File: src/rtl/cso_pkg.sv
package cso_pkg;

    // Per-leg drive code
    typedef enum logic [1:0] {
        LEG_Z   = 2'd0,   // not driven
        LEG_HI  = 2'd1,   // driven high, normal current
        LEG_HI2 = 2'd2,   // driven high, double current
        LEG_TOG = 2'd3    // toggling with the clock
    } leg_code_t;

    typedef enum logic [2:0] {
        SQ_RUN     = 3'd0,
        SQ_STOPPED = 3'd1,
        SQ_RESTART = 3'd2,
        SQ_PDOWN   = 3'd3,
        SQ_WAKE    = 3'd4
    } seq_state_t;

endpackage

File: src/rtl/cso_debounce.sv
module cso_debounce #(
    parameter int W = 1
) (
    input  logic         clk,
    input  logic         rst_n,
    input  logic         en,
    input  logic [W-1:0] raw,
    output logic [W-1:0] deb
);

    logic [W-1:0] smp_q;
    logic [W-1:0] deb_q;

    // A bit follows the input only when this edge and the previous one agree
    for (genvar b = 0; b < W; b++) begin : g_bit
        always_ff @(posedge clk or negedge rst_n) begin
            if (!rst_n) begin
                smp_q[b] <= 1'b0;
                deb_q[b] <= 1'b0;
            end else if (en) begin
                smp_q[b] <= raw[b];
                if (raw[b] == smp_q[b]) begin
                    deb_q[b] <= raw[b];
                end
            end
        end
    end

    assign deb = deb_q;

endmodule

File: src/rtl/cso_seq_fsm.sv
module cso_seq_fsm
    import cso_pkg::*;
#(
    parameter int RESUME_CYC = 3
) (
    input  logic       clk,
    input  logic       rst_n,
    input  logic       pd_req,
    input  logic       stop_req,
    output seq_state_t state_q,
    output logic       hold_pd,
    output logic       hold_stop
);

    localparam int CNT_W = (RESUME_CYC > 1) ? $clog2(RESUME_CYC) : 1;
    localparam logic [CNT_W-1:0] LAST = CNT_W'(RESUME_CYC - 1);

    seq_state_t       state_d;
    logic [CNT_W-1:0] cnt_q;
    logic [CNT_W-1:0] cnt_d;

    // State register
    always_ff @(posedge clk or negedge rst_n) begin
        if (!rst_n) begin
            state_q <= SQ_WAKE;
            cnt_q   <= '0;
        end else begin
            state_q <= state_d;
            cnt_q   <= cnt_d;
        end
    end

    // Transitions
    always_comb begin
        state_d = state_q;
        cnt_d   = cnt_q;
        unique case (state_q)
            SQ_RUN: begin
                if (pd_req) begin
                    state_d = SQ_PDOWN;
                end else if (stop_req) begin
                    state_d = SQ_STOPPED;
                end
            end
            SQ_STOPPED: begin
                if (pd_req) begin
                    state_d = SQ_PDOWN;
                end else if (!stop_req) begin
                    state_d = SQ_RESTART;
                    cnt_d   = '0;
                end
            end
            SQ_RESTART: begin
                if (pd_req) begin
                    state_d = SQ_PDOWN;
                end else if (stop_req) begin
                    state_d = SQ_STOPPED;
                end else if (cnt_q == LAST) begin
                    state_d = SQ_RUN;
                end else begin
                    cnt_d = cnt_q + 1'b1;
                end
            end
            SQ_PDOWN: begin
                if (!pd_req) begin
                    state_d = SQ_WAKE;
                    cnt_d   = '0;
                end
            end
            SQ_WAKE: begin
                if (pd_req) begin
                    state_d = SQ_PDOWN;
                end else if (cnt_q == LAST) begin
                    state_d = stop_req ? SQ_STOPPED : SQ_RUN;
                end else begin
                    cnt_d = cnt_q + 1'b1;
                end
            end
            default: begin
                state_d = SQ_WAKE;
                cnt_d   = '0;
            end
        endcase
    end

    // Outputs: park view of the next state so the lanes load it on the same edge
    always_comb begin
        hold_pd   = 1'b0;
        hold_stop = 1'b0;
        unique case (state_d)
            SQ_PDOWN, SQ_WAKE:      hold_pd   = 1'b1;
            SQ_STOPPED, SQ_RESTART: hold_stop = 1'b1;
            default: ;
        endcase
    end

endmodule

File: src/rtl/cso_lane.sv
module cso_lane
    import cso_pkg::*;
#(
    parameter bit HAS_FREE_SEL = 1'b0
) (
    input  logic      clk,
    input  logic      rst_n,
    input  logic      en_ok,
    input  logic      hold_pd,
    input  logic      hold_stop,
    input  logic      cfg_pd_tristate,
    input  logic      cfg_stop_tristate,
    input  logic      cfg_stoppable,
    output logic      run,
    output leg_code_t leg_t,
    output leg_code_t leg_c
);

    logic      stoppable;
    logic      run_d;
    leg_code_t leg_t_d;
    leg_code_t leg_c_d;

    if (HAS_FREE_SEL) begin : g_sel
        assign stoppable = cfg_stoppable;
    end else begin : g_fixed
        logic unused_sel;
        assign unused_sel = cfg_stoppable;
        assign stoppable  = 1'b1;
    end

    always_comb begin
        run_d   = 1'b0;
        leg_t_d = LEG_Z;
        leg_c_d = LEG_Z;
        if (!en_ok) begin
            leg_t_d = LEG_Z;
        end else if (hold_pd) begin
            leg_t_d = cfg_pd_tristate ? LEG_Z : LEG_HI2;
        end else if (hold_stop && stoppable) begin
            leg_t_d = cfg_stop_tristate ? LEG_Z : LEG_HI;
        end else begin
            run_d   = 1'b1;
            leg_t_d = LEG_TOG;
            leg_c_d = LEG_TOG;
        end
    end

    always_ff @(posedge clk or negedge rst_n) begin
        if (!rst_n) begin
            run   <= 1'b0;
            leg_t <= LEG_Z;
            leg_c <= LEG_Z;
        end else begin
            run   <= run_d;
            leg_t <= leg_t_d;
            leg_c <= leg_c_d;
        end
    end

endmodule

File: src/rtl/clk_stop_seq.sv
module clk_stop_seq
    import cso_pkg::*;
#(
    parameter int               NUM_OUT       = 4,
    parameter int               RESUME_CYC    = 3,
    parameter logic [NUM_OUT-1:0] FREE_SEL_MASK = 4'b1001
) (
    input  logic                   clk,
    input  logic                   rst_n,
    input  logic                   strap_pin,
    input  logic                   pd_pin,
    input  logic                   stop_pin,
    input  logic [NUM_OUT-1:0]     oe_pin,
    input  logic                   cfg_pd_tristate,
    input  logic                   cfg_stop_tristate,
    input  logic                   cfg_pd_hi,
    input  logic [NUM_OUT-1:0]     cfg_out_en,
    input  logic [NUM_OUT-1:0]     cfg_stoppable,
    output logic [NUM_OUT-1:0]     pair_run,
    output logic [2*NUM_OUT-1:0]   leg_true,
    output logic [2*NUM_OUT-1:0]   leg_comp
);

    localparam int DB_W = NUM_OUT + 2;

    logic               strap_q;
    logic               valid_q;
    logic               pd_act;
    logic               stop_act;
    logic [NUM_OUT-1:0] en_raw;
    logic [DB_W-1:0]    deb;
    logic               pd_deb;
    logic               stop_deb;
    logic [NUM_OUT-1:0] en_deb;
    seq_state_t         seq_state;
    logic               hold_pd;
    logic               hold_stop;

    // Strap capture: first edge after reset, held until next reset
    always_ff @(posedge clk or negedge rst_n) begin
        if (!rst_n) begin
            strap_q <= 1'b0;
            valid_q <= 1'b0;
        end else if (!valid_q) begin
            strap_q <= strap_pin;
            valid_q <= 1'b1;
        end
    end

    // Pin senses normalised to active-high
    assign pd_act   = (pd_pin == (strap_q ^ cfg_pd_hi));
    assign stop_act = (stop_pin == strap_q);
    assign en_raw   = cfg_out_en & (oe_pin ^ {NUM_OUT{strap_q}});

    cso_debounce #(.W(DB_W)) u_deb (
        .clk   (clk),
        .rst_n (rst_n),
        .en    (valid_q),
        .raw   ({en_raw, stop_act, pd_act}),
        .deb   (deb)
    );

    assign pd_deb   = deb[0];
    assign stop_deb = deb[1];
    assign en_deb   = deb[DB_W-1:2];

    cso_seq_fsm #(.RESUME_CYC(RESUME_CYC)) u_fsm (
        .clk       (clk),
        .rst_n     (rst_n),
        .pd_req    (pd_deb),
        .stop_req  (stop_deb),
        .state_q   (seq_state),
        .hold_pd   (hold_pd),
        .hold_stop (hold_stop)
    );

    for (genvar i = 0; i < NUM_OUT; i++) begin : g_lane
        leg_code_t lt;
        leg_code_t lc;
        cso_lane #(.HAS_FREE_SEL(FREE_SEL_MASK[i])) u_lane (
            .clk               (clk),
            .rst_n             (rst_n),
            .en_ok             (en_deb[i]),
            .hold_pd           (hold_pd),
            .hold_stop         (hold_stop),
            .cfg_pd_tristate   (cfg_pd_tristate),
            .cfg_stop_tristate (cfg_stop_tristate),
            .cfg_stoppable     (cfg_stoppable[i]),
            .run               (pair_run[i]),
            .leg_t             (lt),
            .leg_c             (lc)
        );
        assign leg_true[2*i +: 2] = lt;
        assign leg_comp[2*i +: 2] = lc;
    end

endmodule

File: config.mk
export PLATFORM = sky130hd
export DESIGN_NAME = clk_stop_seq
export DESIGN_NICKNAME = d
export VERILOG_FILES = /design/src/rtl/cso_pkg.sv /design/src/rtl/cso_debounce.sv /design/src/rtl/cso_seq_fsm.sv /design/src/rtl/cso_lane.sv /design/src/rtl/clk_stop_seq.sv
export SDC_FILE = /design/constraint.sdc
export NUM_CORES = 1
export LEC_CHECK = 0
export CAP_MARGIN = 20
export CORE_AREA = 2 2 59 61
export DETAILED_ROUTE_END_ITERATION = 6
export DIE_AREA = 0 0 61 63
export DONT_BUFFER_PORTS = 1
export PLACE_DENSITY = 0.68
export SLEW_MARGIN = 10
export SYNTH_ARGS = -nofsm -noshare
export SYNTH_HDL_FRONTEND = slang
export SYNTH_SLANG_ARGS = --single-unit
File: constraint.sdc
create_clock -name clk -period 1.5 [get_ports clk]
set_input_delay 0.15 -clock clk [delete_from_list [all_inputs] [get_ports clk]]
set_output_delay 0.15 -clock clk [all_outputs]
set_load 0.1 [all_outputs]
# ---- Word level (Yosys, flattened, before mapping)
# Cells that the tools add are included.
dict set report totals {
  in_bits 20
  latch_bits 0
  ram_bits 0
  mem_count 0
  rom_bits 0
  wordCells 122
  out_inout_bits 20
  regBits 39
}
dict set report classes {
  n_reduce_logical 12
  order_cmp 0
  shift 0
  eq_ne 23
  multipliers 0
  bitwise_logic 4
  muxes 54
  div 0
  n_addsub 1
}
# op n
set ops {}
lappend ops {{2-bit 2-to-1 mux} 28}
lappend ops {{3-bit 2-to-1 mux} 10}
lappend ops {{3-bit case mux with 5 select lines} 1}
lappend ops {{1-bit 2-to-1 mux} 14}
lappend ops {{3-bit by 2-bit equality test with 1-bit output (second input constant)} 4}
lappend ops {{2-bit inequality test (second input constant)} 6}
lappend ops {{2-bit AND reduction} 6}
lappend ops {{2-bit case mux with 5 select lines} 1}
lappend ops {{1-bit equality test} 8}
lappend ops {{7-bit AND reduction} 1}
lappend ops {{3-bit by 1-bit equality test with 1-bit output (second input constant)} 2}
lappend ops {{3-bit equality test (second input constant)} 2}
lappend ops {{4-bit bitwise AND} 1}
lappend ops {{2-bit OR reduction} 2}
lappend ops {{4-bit XOR} 1}
lappend ops {{3-bit logical NOT} 1}
lappend ops {{2-bit by 1-bit adder with 2-bit output (second input constant)} 1}
lappend ops {{2-bit equality test (second input constant)} 1}
lappend ops {{1-bit logical AND} 2}
lappend ops {{1-bit NOT} 1}
lappend ops {{1-bit XOR} 1}

# ---- Logic depth before layout (Yosys ltp)
dict set report logic_depth {
  depth_word 12
  mapped_depth 6
  depth_no_buf 6
}

# ---- Modules after synthesis
# Synthesis repeated with hierarchy kept, for this count alone.
dict set report hier_totals {
  cells_unflattened 140
  hier_area_um2 1591.5
}
# mod instances cells_each area_per_inst_um2
set modules_own_cells {}
lappend modules_own_cells {cso_debounce 1 37 521.8}
lappend modules_own_cells {cso_seq_fsm 1 45 399.1}
lappend modules_own_cells {{cso_lane (g_lane[0].u_lane ...)} 2 11 132.6}
lappend modules_own_cells {{cso_lane (g_lane[1].u_lane ...)} 2 10 121.4}
lappend modules_own_cells {clk_stop_seq 1 16 162.7}

# ---- Worst setup path after synthesis
# OpenSTA, ideal clock, no wires.
dict set report synth_timing {
  kind {register -> register}
  from {register u_fsm.cnt_q[0]}
  to {register g_lane[0].u_lane.leg_t[1]}
  period_less_slack_ns 1.576
  required_ns 1.406
  setup_ns 0.094
  path_slack_ns -0.076
  arrival_ns 1.481
  stages_incl_launch_ff 7
  n_path_buf 0
  path_cell_list {dfrtp_1 > inv_1 > ha_1 > or3b_4 > a21oi_4 > nor2b_2 > a211oi_1}
}
dict set report synth_via {
  elab_chain_cells 12
  word_cells_on_any_way 19
}
# element line
set synth_rtl {}
lappend synth_rtl {{start, declared} cso_seq_fsm.sv:19} ;# logic [CNT_W-1:0] cnt_q;
lappend synth_rtl {{start signal, assigned} cso_seq_fsm.sv:29} ;# cnt_q <= cnt_d;
lappend synth_rtl {{2-bit equality test (*)} {cso_seq_fsm.sv:58, cso_seq_fsm.sv:73}}
lappend synth_rtl {{3-bit 2-to-1 mux} cso_seq_fsm.sv:58} ;# end else if (cnt_q == LAST) begin
lappend synth_rtl {{3-bit 2-to-1 mux} cso_seq_fsm.sv:56} ;# end else if (stop_req) begin
lappend synth_rtl {{3-bit 2-to-1 mux} cso_seq_fsm.sv:54} ;# if (pd_req) begin
lappend synth_rtl {{3-bit case mux with 5 select lines (*)} cso_seq_fsm.sv:37} ;# unique case (state_q)
lappend synth_rtl {{3-bit by 1-bit equality test with 1-bit output or 3-bit by 2-bit equality test with 1-bit output (tied branches)} cso_seq_fsm.sv:90} ;# unique case (state_d)
lappend synth_rtl {{2-bit OR reduction} cso_seq_fsm.sv:90}
lappend synth_rtl {{1-bit 2-to-1 mux} cso_seq_fsm.sv:90}
lappend synth_rtl {{1-bit logical AND} cso_lane.sv:40} ;# end else if (hold_stop && stoppable) begin
lappend synth_rtl {{2-bit 2-to-1 mux} cso_lane.sv:40}
lappend synth_rtl {{2-bit 2-to-1 mux (*)} cso_lane.sv:38} ;# end else if (hold_pd) begin
lappend synth_rtl {{2-bit 2-to-1 mux (*)} cso_lane.sv:36} ;# if (!en_ok) begin
lappend synth_rtl {{via g_lane[0].u_lane.leg_t_d[1]} cso_lane.sv:21} ;# leg_code_t leg_t_d;
lappend synth_rtl {{end signal, assigned} cso_lane.sv:56} ;# leg_t <= leg_t_d;
lappend synth_rtl {{end, declared} cso_lane.sv:15} ;# output leg_code_t leg_t,
# Mark *: on every way through the listed nets, which the timed path passes. The rest lies on a longest branch.
# A chain may end at the register's enable or synchronous reset.

# ---- Worst setup path after layout
# Same ends and word-level chain as after synthesis.

==> summary.md <==
| Metric | Value |
|---|---|
| Power, Total | `3135 µW` |
| Period utilization | `104.1%` |
| Clock sink total | `31` |
| Final worst path period need | `1.561 ns` |
| Setup Skew | `0.01159 ns` |
| Fin Setup TNS | `-0.2872 ns` |
| Setup violations, final | `9` |
| Die area | `3843 µm²` |
| Syn nets | `173` |
| Post-placement cell area | `1637 µm²` |
| Mean Syn Cell Area | `9.804 µm²` |
| Clock latency on the worst-skew pair | `0.34 ns` |
| Clock share of power | `20.1%` |
| Prevailing post-synth register cell | `dfrtp_1` |
| Row cnt | `21` |
| DRC violations left | `0` |
| Post-synthesis sequential area ratio | `52.14%` |
| Failing checks | `setup timing` |
| Most frequent cells in the layout | `25 x dfrtp_1, 21 x o21ai_0, 18 x buf_4, 15 x nand2_1, 13 x a21oi_1` |
| RePlAce Congestion | `0.7794` |
| Fin Hold WS | `0.02648 ns` |
| Clk slew on worst S/H paths | `0.09 ns` |
| Flop pwr share | `37.7%` |
| Unrepaired setup endpoints after global routing | `yes` |
| Critical path launch point type | `flop` |
| Critical path data required time | `1.74 ns` |
| Number of global-route vias before repair | `1083` |
| Mapped cell area | `1490 µm²` |
| Switching pwr | `1253 µW` |
| First-pass GRT wire length | `4657 µm` |
| Ant. Diodes | `0` |
| CP endpoint kind | `flop` |
| Combinational share of power | `42.2%` |
| Clk buf depth | `2` |
| # IOs | `40` |
| Tot GR Track Use | `16.76%` |
| Most common cell after layout, fill and taps aside | `dfrtp_1` |
| Sw Ratio | `39.98%` |
| CTS tree | `yes` |
| Min-delay worst type | `in2reg` |
| Synthesized instance count | `152` |
| Clock root buffer | `clkbuf_4` |
| Internal power | `1881 µW` |
| Largest net degree at the start of global routing | `32` |
| Drt total wl | `2702 µm` |
| Final Hold Viols | `0` |
| Max Slew Vio Count | `0` |
| HPWL Detailed | `1948 µm` |
| Leak | `0.0008293 µW` |
| Die Span Y | `63 µm` |
| Area grow syn2layout | `24.27%` |
| Post-synthesis register bit count | `31` |
| P per Cell Area | `1693 nW/µm²` |
| H-tree depth | `2` |
| TritonRoute pass-1 iters | `4` |
| Wire per inst | `12.39 µm` |
| Via density | `5.060` |
| Core area | `3232 µm²` |
| Post-synth EDFFs | `0` |
| Initial antenna violation count | `0` |
| Ys async rst share | `100.0%` |
| Share of layout cells above drive strength 1 | `27.33%` |
| Fin area | `1852 µm²` |
| Net count, final | `192` |
| Max-cap violations | `0` |
| Highest clock rate | `640.7 MHz` |
| Horiz. Die Dim | `61 µm` |
| Cts bufs inserted | `5` |
| Starting Density | `46.11%` |
| Initial drt markers | `25` |
| Total number of vias | `1103` |
| Maximum vdd ir drop | `0.7888 mV` |
| Worst setup margin | `-0.06076 ns` |
| Count of unique library cells instantiated by Yosys | `29` |
| Crit Path Category | `reg2reg` |
| Max FO, Critical Path | `6` |
| # port buffers | `0` |
| Warnings, synthesis | `0` |
| Remaining Overflow, GRT | `0` |
| Pre-CTS WS | `-0.1605 ns` |
| Status | `finished with violations` |
| CP Data Arrival Time | `1.80 ns` |
| Antenna viol nets, final | `0` |
## flip-flops by register name (all words and copies together), names as in the netlist
signal / count
u_deb.smp_q: 6
valid_q: 1
g_lane.u_lane.leg_t: 8
u_fsm.cnt_q: 2
u_fsm.state_q: 3
u_deb.deb: 6
strap_q: 1
g_lane.u_lane.leg_c: 4
## final cells by class
class                           count  area, µm²
Timing Repair Buffer               32      325.3
Inverter                            5      18.77
Multi-Input combinational cell     96      591.8
Clock inverter                      1      30.03
Tap cell                           46      57.56
Fill cell                         281       1380
Sequential cell                    31      783.3
Clock buffer                        7      45.04
## metal layers
metal	GRT usage, %	part of all wire [%]	up-vias
li1	-	-	534
met1	19.57	40	526
met2	26.48	52	36
met3	4.348	5.8	7
met4	10.60	2.9	0
met5	0	0	-
## critical path, cell delays in order (launching register included)
cell	delay, ns
dfrtp_1	0.40
inv_2	0.07
ha_4	0.15
or3b_4	0.39
a21oi_4	0.19
nor2b_2	0.10
a211oi_2	0.17
## what timing repair did
item / 4_1_cts / 5_1_grt
pin swaps: 2 / 2
buffers inserted: 0 / 0
gates cloned: 0 / 0
setup endpoints to repair: 14 / 14
resized for setup: 6 / 3
hold endpoints to repair: 47 / 0
hold buffers: 10 / 0
## power groups by stage
| stage | Sequential [µW] | Combinational, µW | Clock [µW] |
|---|---|---|---|
| 2_1_floorplan | 1270 | 865 | 0 |
| 3_3_place_gp | 1170 | 1200 | 0 |
| 3_5_place_dp | 1180 | 1250 | 0 |
| 4_1_cts | 1180 | 1320 | 648 |
| 5_1_grt | 1210 | 1450 | 693 |
| 6_report | 1180 | 1320 | 629 |
## cell usage after synthesis (all sizes together) (2+ instances only)
cell type | instances | share of area (%)
nand2 | 15 | 3.8
mux2 | 3 | 2.3
xor2 | 6 | 3.5
o21ai | 23 | 7.7
a211oi | 2 | 1.0
inv | 5 | 1.3
nor2b | 4 | 1.8
a31oi | 3 | 1.3
nor2 | 11 | 2.8
buf | 18 | 8.5
dfrtp | 30 | 50
nor3b | 3 | 1.5
xnor2 | 2 | 1.2
clkbuf | 2 | 0.50
a21oi | 15 | 5.8
## worst paths after layout
check,start,end,slack (ns),cells after the start
max in group asynchronous,rst_n,u_fsm.state_q[2],1.02,2
min in group asynchronous,rst_n,u_deb.smp_q[0],0.24,2
setup / recovery,u_fsm.cnt_q[0],g_lane[0].u_lane.leg_t[1],-0.06,6
hold reg to reg,u_deb.smp_q[4],u_deb.smp_q[4],0.52,2
hold / removal,cfg_pd_hi,u_deb.smp_q[0],0.03,2
setup reg to reg,u_fsm.cnt_q[0],g_lane[0].u_lane.leg_t[1],-0.06,6
## cell families after synthesis
| kind of cell | after synthesis | share of synthesized area (%) |
|---|---|---|
| xor gates and xnor gates | 8 | 4.702 |
| other | 1 | 0.2516 |
| AOI/OAI and AO/OA | 47 | 17.80 |
| DFF | 31 | 52.14 |
| buffers and inverters | 25 | 10.24 |
| and+or+nand+nor | 35 | 11.08 |
| muxes | 4 | 2.939 |
| adders and majority gates | 1 | 0.8395 |
## metrics by stage
step / utilization (%) / std cells
after global placement: 50.64 / 200
final: 57.30 / 218
after detailed placement: 50.64 / 200
after global routing: 57.30 / 218
after floorplan: - / 152
after CTS: 57.10 / 218
Note: power is estimated with default switching activity, not from simulation.
